[src/rtl/cirq_pkg.sv]
package cirq_pkg;
    localparam int BANK_W     = 8;
    localparam int DATA_W     = 32;
    localparam int WORD_IDX_W = 4;
    localparam int ADDR_W     = WORD_IDX_W + 2;
    localparam int NUM_TMR    = 2;
    localparam int NUM_VIEW   = 2;
    localparam int CAS0_BIT   = 7;
    localparam int CAS1_BIT   = 3;
    localparam int TMR_BIT0   = 0;

    typedef enum logic [WORD_IDX_W-1:0] {
        W_L0_STAT  = 4'd0,
        W_L0_MASK  = 4'd1,
        W_L1_STAT  = 4'd2,
        W_L1_MASK  = 4'd3,
        W_MAP_STAT = 4'd4,
        W_MAP_MSKA = 4'd5,
        W_MAP_MSKB = 4'd6,
        W_TMR_CLR  = 4'd7
    } word_e;

    function automatic logic [DATA_W-1:0] widen(input logic [BANK_W-1:0] v);
        return {{(DATA_W-BANK_W){1'b0}}, v};
    endfunction
endpackage

[src/rtl/cirq_mask_bank.sv]
module cirq_mask_bank #(
    parameter int W = 8
) (
    input  logic         clk,
    input  logic         rst,
    input  logic         wr_en,
    input  logic [W-1:0] wr_data,
    input  logic [W-1:0] status,
    output logic [W-1:0] mask,
    output logic [W-1:0] pend,
    output logic         any
);
    logic [W-1:0] mask_q;

    always_ff @(posedge clk) begin
        if (rst)        mask_q <= '0;
        else if (wr_en) mask_q <= wr_data;
    end

    assign mask = mask_q;
    assign pend = status & mask_q;
    assign any  = |pend;

    a_r1_mask_cleared: assert property (@(posedge clk) rst |=> (mask_q == '0));
    a_r3_mask_holds:   assert property (@(posedge clk) disable iff (rst)
                                        !wr_en |=> $stable(mask_q));
    a_r3_mask_loads:   assert property (@(posedge clk) disable iff (rst)
                                        wr_en |=> (mask_q == $past(wr_data)));
endmodule

[src/rtl/cirq_evt_latch.sv]
module cirq_evt_latch #(
    parameter int N = 2
) (
    input  logic         clk,
    input  logic         rst,
    input  logic [N-1:0] set_i,
    input  logic [N-1:0] clr_i,
    output logic [N-1:0] flag_o
);
    logic [N-1:0] flag_q;

    always_ff @(posedge clk) begin
        if (rst) flag_q <= '0;
        else     flag_q <= (flag_q & ~clr_i) | set_i;
    end

    assign flag_o = flag_q;

    a_r1_flags_cleared: assert property (@(posedge clk) rst |=> (flag_q == '0));

    for (genvar i = 0; i < N; i++) begin : g_chk
        a_r6_sticky:    assert property (@(posedge clk) disable iff (rst)
                                         (flag_q[i] && !clr_i[i]) |=> flag_q[i]);
        a_r7_set_wins:  assert property (@(posedge clk) disable iff (rst)
                                         set_i[i] |=> flag_q[i]);
        a_r7_clear_hit: assert property (@(posedge clk) disable iff (rst)
                                         (clr_i[i] && !set_i[i]) |=> !flag_q[i]);
    end
endmodule

[src/rtl/cirq_top.sv]
module cirq_top
    import cirq_pkg::*;
(
    input  logic              clk,
    input  logic              rst,
    input  logic [5:0]        bus_addr,
    input  logic              bus_wr,
    input  logic [31:0]       bus_wdata,
    output logic [31:0]       bus_rdata,
    input  logic [7:0]        l0_req,
    input  logic [7:0]        l1_req,
    input  logic [7:0]        map_req,
    input  logic [1:0]        tmr_evt,
    output logic [1:0]        cpu_irq
);
    logic [WORD_IDX_W-1:0] word;
    logic [NUM_TMR-1:0]    tmr_flag;
    logic [NUM_TMR-1:0]    tmr_clr;

    logic [BANK_W-1:0] view_mask [NUM_VIEW];
    logic [BANK_W-1:0] view_pend [NUM_VIEW];
    logic [NUM_VIEW-1:0] view_any;
    logic [NUM_VIEW-1:0] view_wr;

    logic [BANK_W-1:0] loc_stat [NUM_VIEW];
    logic [BANK_W-1:0] loc_mask [NUM_VIEW];
    logic [BANK_W-1:0] loc_pend [NUM_VIEW];
    logic [NUM_VIEW-1:0] loc_any;
    logic [NUM_VIEW-1:0] loc_wr;

    assign word = bus_addr[ADDR_W-1:2];

    assign loc_wr[0]  = bus_wr && (word == W_L0_MASK);
    assign loc_wr[1]  = bus_wr && (word == W_L1_MASK);
    assign view_wr[0] = bus_wr && (word == W_MAP_MSKA);
    assign view_wr[1] = bus_wr && (word == W_MAP_MSKB);
    assign tmr_clr    = (bus_wr && (word == W_TMR_CLR)) ? bus_wdata[NUM_TMR-1:0] : '0;

    // Shared bank, seen through two independent masks
    for (genvar v = 0; v < NUM_VIEW; v++) begin : g_view
        cirq_mask_bank #(.W(BANK_W)) u_view (
            .clk(clk), .rst(rst), .wr_en(view_wr[v]),
            .wr_data(bus_wdata[BANK_W-1:0]), .status(map_req),
            .mask(view_mask[v]), .pend(view_pend[v]), .any(view_any[v])
        );
    end

    cirq_evt_latch #(.N(NUM_TMR)) u_tmr (
        .clk(clk), .rst(rst), .set_i(tmr_evt), .clr_i(tmr_clr), .flag_o(tmr_flag)
    );

    // Local status: raw inputs with cascade and timer bits overridden
    always_comb begin
        loc_stat[0]           = l0_req;
        loc_stat[0][CAS0_BIT] = view_any[0];
        loc_stat[1]           = l1_req;
        loc_stat[1][CAS1_BIT] = view_any[1];
        loc_stat[1][TMR_BIT0 +: NUM_TMR] = tmr_flag;
    end

    for (genvar b = 0; b < NUM_VIEW; b++) begin : g_loc
        cirq_mask_bank #(.W(BANK_W)) u_loc (
            .clk(clk), .rst(rst), .wr_en(loc_wr[b]),
            .wr_data(bus_wdata[BANK_W-1:0]), .status(loc_stat[b]),
            .mask(loc_mask[b]), .pend(loc_pend[b]), .any(loc_any[b])
        );
    end

    assign cpu_irq = loc_any;

    always_comb begin
        case (word)
            W_L0_STAT:  bus_rdata = widen(loc_stat[0]);
            W_L0_MASK:  bus_rdata = widen(loc_mask[0]);
            W_L1_STAT:  bus_rdata = widen(loc_stat[1]);
            W_L1_MASK:  bus_rdata = widen(loc_mask[1]);
            W_MAP_STAT: bus_rdata = widen(map_req);
            W_MAP_MSKA: bus_rdata = widen(view_mask[0]);
            W_MAP_MSKB: bus_rdata = widen(view_mask[1]);
            default:    bus_rdata = '0;
        endcase
    end

    a_r5_cascade_a: assert property (@(posedge clk) disable iff (rst)
        ((|(map_req & view_mask[0])) && loc_mask[0][CAS0_BIT]) |-> cpu_irq[0]);
    a_r5_cascade_b: assert property (@(posedge clk) disable iff (rst)
        ((|(map_req & view_mask[1])) && loc_mask[1][CAS1_BIT]) |-> cpu_irq[1]);
    a_r2_irq_needs_enable: assert property (@(posedge clk) disable iff (rst)
        cpu_irq[1] |-> (loc_mask[1] != '0));
endmodule

[config.mk]
export PLATFORM = sky130hd
export DESIGN_NAME = cirq_top
export DESIGN_NICKNAME = d
export VERILOG_FILES = /design/src/rtl/cirq_pkg.sv /design/src/rtl/cirq_mask_bank.sv /design/src/rtl/cirq_evt_latch.sv /design/src/rtl/cirq_top.sv
export SDC_FILE = /design/constraint.sdc
export NUM_CORES = 1
export LEC_CHECK = 0
export CAP_MARGIN = 0
export CORE_MARGIN = 1
export CORE_UTILIZATION = 38
export CTS_BUF_LIST = sky130_fd_sc_hd__clkbuf_8
export CTS_CLUSTER_DIAMETER = 60
export DETAILED_ROUTE_END_ITERATION = 10
export GPL_TIMING_DRIVEN = 0
export PLACE_DENSITY_LB_ADDON = 0.05
export SYNTH_ARGS = -nofsm -noshare
export SYNTH_HDL_FRONTEND = slang
export SYNTH_SLANG_ARGS = --single-unit
export TNS_END_PERCENT = 5
[constraint.sdc]
create_clock -name clk -period 1.35 [get_ports clk]
set_input_delay 0.27 -clock clk [delete_from_list [all_inputs] [get_ports clk]]
set_output_delay 0.27 -clock clk [all_outputs]
set_load 0.01 [all_outputs]
# Word-level counts from Yosys, hierarchy flattened
# Index checks and enable logic that the tools add are counted.
# Widths: inputs -> output; s select.
[op_classes]
eq_ne = 7
n_mux = 2
bitwise = 7
n_reduce_logical = 10
[ops]
columns = ["op", "n"]
rows = [
  ["$pmux 8 s7", 1],
  ["$and 8x8->8", 4],
  ["$reduce_or 8->1", 4],
  ["$eq 4x3->1 const B", 4],
  ["$eq 4x2->1 const B", 2],
  ["$logic_and 1x1->1", 5],
  ["$eq 4x1->1 const B", 1],
  ["$logic_not 4->1", 1],
  ["$and 2x2->2", 1],
  ["$mux 2", 1],
  ["$not 2->2", 1],
  ["$or 2x2->2", 1],
]
[word_totals]
register_bits = 34
in_bits = 67
elab_cells = 31

# Depth between registers and ports, before layout
[depth]
ltp_word = 6
mapped_depth = 6
mapped_depth_nobuf = 4

# Modules after synthesis
# A second synthesis with hierarchy kept.
[unflattened]
hier_cells = 267
area_unflattened_um2 = 2278.4
[by_module_without_submodules]
columns = ["mod", "instances", "cells_each", "area_each_um2"]
rows = [
  ["cirq_mask_bank", 4, 37, 351.6],
  ["cirq_top", 1, 111, 802.0],
  ["cirq_evt_latch", 1, 8, 70.1],
]

# Worst setup path after synthesis
# Ideal clock, no wire load.
[synth_timing]
path_kind = "input to output"
startpoint = "in bus_addr[4]"
endpoint = "out bus_rdata[7]"
arrival_time_ns = 1.180
path_slack_ns = -0.100
stages = 5
path_buffers = 1
path_cell_list = "buf_2 > and2b_1 > a22o_1 > a222oi_1 > a21oi_1"
[synth_between]
elab_chain_cells = 2
[synth_rtl]
columns = ["item", "line_no", "rtl"]
rows = [
  ["start, declared", "cirq_top.sv:6", "input logic [5:0] bus_addr,"],
  ["$eq 4x3->1 (tied with other cells)", "cirq_top.sv:72", "case (word)"],
  ["$pmux 8 s7 *", "cirq_top.sv:72", ""],
  ["end, declared", "cirq_top.sv:9", "output logic [31:0] bus_rdata,"],
]
# Every way passes the cells marked *; elsewhere a longest branch is shown, timed or not.

# Worst setup path in the final report
[layout_timing]
startpoint = "reg g_loc[1].u_loc.mask_q[7]"
endpoint = "out bus_rdata[7]"
[layout_between]
elab_chain_cells = 1
[layout_rtl]
columns = ["item", "line_no", "rtl"]
rows = [
  ["start, declared", "cirq_mask_bank.sv:13", "logic [W-1:0] mask_q;"],
  ["start signal, assigned", "cirq_mask_bank.sv:17", "else if (wr_en) mask_q <= wr_data;"],
  ["$pmux 8 s7", "cirq_top.sv:72", ""],
]
# Every way passes these cells.

==> key figures <==
GRT
  – Wire length of the first global-routing pass: just under 10 mm
  – Vias in the first global route: about 1800
  – Gr usage total: 0.223
  – Largest net degree at the start of global routing: 11
  – Antenna violations before repair: 0
  – Grt ovf: 0

Finish
  – P&R area growth vs syn: 36.7%
  – Layout Cells excl Fill: roughly 380
  – Layout cells sized above 1: 0.344
  – Diode count: 0
  – Fillers: 510
  – Nets: approximately 370

Worst hold path
  – Hold Crit Start: rst
  – Worst min path class: input port to flip-flop

STA
  – Final Cycle Share: 1.35
  – Worst setup margin: -468 ps
  – Final Slew Violations: 0
  – Final Hold Viols: 0
  – Relative slew slack: 0.603
  – Clk_skew: 0 ps
  – RSZ-0062 raised after global routing: true
  – Final period demand of the worst path: around 1800 ps
  – Maximum clock rate: ~550 MHz
  – Final setup violation count: 10
  – Actual transition at the worst max-transition pin: about 600 ps

Route
  – Final wirelength: roughly 6.4 mm
  – Pre-antenna DRT Iters: 5
  – Vias: about 1900
  – Initial drt markers: 121
  – Drt via density: 5.03
  – DRT antenna net count: 0
  – Wire per inst: ~17 µm
  – Residual DRC: 0

Die
  – I/O pin total: 101
  – Die footprint: a little under 6000 µm²
  – Die H: 77.0 µm
  – Die extent in x: a little under 80 µm
  – Core area: about 5300 µm²
  – Rows: 26
  – Initial Utilization: 0.406

Placed design
  – Hpwl dp: 4.69 mm
  – I/O Buffers: 43
  – Pre-CTS WS: -1280 ps
  – Final GP Congestion: 0.924
  – Cells after DPL: about 360

Worst setup path
  – Worst path cell trace: mux2_4 -> a222oi_1 -> a21oi_1 -> buf_2
  – CP endpoint kind: output pin
  – CP required: approximately 1100 ps
  – Crit path largest cell delay: 350 ps
  – Slowest cell on the critical path: a222oi_1
  – Crit Path Class: flip-flop to output pin
  – WP data arrival: about 1600 ps
  – CP startpoint: g_loc[1].u_loc.mask[7]$_SDFFE_PP0P_
  – Startpoint types: flip-flop
  – R2R Path Start: g_loc[0].u_loc.mask[6]$_SDFFE_PP0P_
  – Critical path peak fanout: 3

Clock network
  – # clock sinks: 34
  – Clk Tree Root Cell: clkbuf_8
  – Hold_buf cts: 0
  – CTS tree: built
  – Clk Latency, worst-skew pair: roughly 290 ps
  – H-tree Lvls: 2
  – Max clock buf depth: 2
  – Number of CTS-inserted buffers: 5
  – Clock transition at path regs: around 70 ps

Synth
  – Gate Count Post-Synth: around 230
  – Ys flop type: dfxtp_1
  – Async SR Flop Fraction: 0
  – Mean area per synthesized cell: roughly 9.4 µm²
  – Most frequent cell after synthesis: mux2i_1
  – EDFF count, synth: 0
  – Seq cells post-synth: 34
  – Synth cell count leaders: mux2i_1 (41), nor2_1 (38), dfxtp_1 (34), buf_4 (28), a22oi_1 (14)
  – Post-synthesis sequential area ratio: 0.319
  – Most area-hungry cell type in the Yosys netlist: dfxtp_1
  – Synth warn: 0
  – Synth top area share: 0.319
  – Mapped cell area: about 2100 µm²
  – Yosys cell types: 34
  – Top cells by area, synth: dfxtp_1 (32%), mux2i_1 (19%), buf_4 (9.8%)

Pwr
  – Power Dens Cells: around 820 nW/µm²
  – Cell internal pwr: ~0.0018 W
  – Sw Pwr: between 0.0006 and 0.0007 W
  – Gate power share: 0.196
  – Sequential share of power: 0.432
  – Maximum VDD drop: about 0.48 mV
  – Leak: 1.27 nW
  – Clock share of power: 0.372
  – Sw Share: 0.261

Run status
  – Failing checks: setup timing
  – Status: complete, but fails checks

Flow run
  – MaxCap Viol Count: 0
==> per-stage QoR <==
step                hold WS (ps)  TNS, ps  cell area (µm²)   util  total power (W)
floorplan                    387    -56.1             2230      -          0.00132
CTS                          332    -3120             2900  0.551          0.00239
finish                       318    -3200             2920  0.554          0.00240
detailed placement           510   -30460             2750  0.522          0.00153
global placement             503   -30940             2750  0.522          0.00153
global route                 341    -3710             2920  0.554          0.00248
==> layout by cell type (no fill, tap or decap), types with 8 or more instances in the layout <==
| cell | n |
|---|---|
| mux2i_1 | 41 |
| dlygate4sd2_1 | 19 |
| clkbuf_8 | 8 |
| a22oi_2 | 8 |
| clkdlybuf4s50_1 | 12 |
| nor2_1 | 38 |
| dfxtp_2 | 18 |
| conb_1 | 24 |
| buf_4 | 32 |
| buf_2 | 11 |
| buf_6 | 8 |
| dfxtp_1 | 16 |
==> area by class of cell <==
type	count	area, µm²	area share
Buffer	40	322	0.110
Clock buffer	8	110	0.0377
Inverter	1	3.75	0.00129
Multi-Input combinational cell	175	1310	0.448
Sequential cell	34	703	0.241
Tap cell	70	87.6	0.0300
Timing Repair Buffer	47	385	0.132
==> worst paths after layout <==
check,cells after the start,to,slack (ps)
worst max-delay path,4,bus_rdata[7],-470
worst min-delay path,2,g_loc[1].u_loc.mask[2]$_SDFFE_PP0P_,320
worst max register to register,3,g_loc[0].u_loc.mask[6]$_SDFFE_PP0P_,580
worst min register to register,2,g_loc[1].u_loc.mask[5]$_SDFFE_PP0P_,500
==> flip-flops by register name, summed over array words and instances (netlist names) <==
| signal | cells |
|---|---|
| g_view.u_view.mask | 16 |
| u_tmr.flag_o | 2 |
| g_loc.u_loc.mask | 16 |
==> power groups by stage <==
stage | combinational, W | clock, W | sequential [W]
6_report | 0.000470 | 0.000892 | 0.00104
4_1_cts | 0.000464 | 0.000895 | 0.00104
5_1_grt | 0.000500 | 0.000944 | 0.00104
3_3_place_gp | 0.000470 | 0 | 0.00106
3_5_place_dp | 0.000470 | 0 | 0.00106
2_1_floorplan | 0.000269 | 0 | 0.00105
==> per-layer routing <==
layer,part of all wire,track usage,up-vias
li1,-,-,920
met1,0.47,0.307,881
met2,0.44,0.352,78
met3,0.076,0.0440,6
met4,0.011,0.0604,0
met5,0,0,-
==> kinds of logic after synthesis <==
logic type	after synthesis	synth area share
and+or+nand+nor	66	0.145
muxes	50	0.269
buffers and inverters	42	0.143
AOI/OAI and AO/OA	35	0.123
DFF	34	0.318
other	1	0.00175
==> critical path, delay by kind of cell (launching register included) <==
family / cells / cell delay (ps)
compound gates: 2 / 510
buf+inv: 1 / 160
flops: 1 / 340
mux: 1 / 250
==> what timing repair did <==
action	4_1_cts	5_1_grt
setup buffers	4	1
resized for setup	102	10
endpoints found under the setup margin	44	10
pin swaps	16	8
Power figures use the tool's default switching activity.
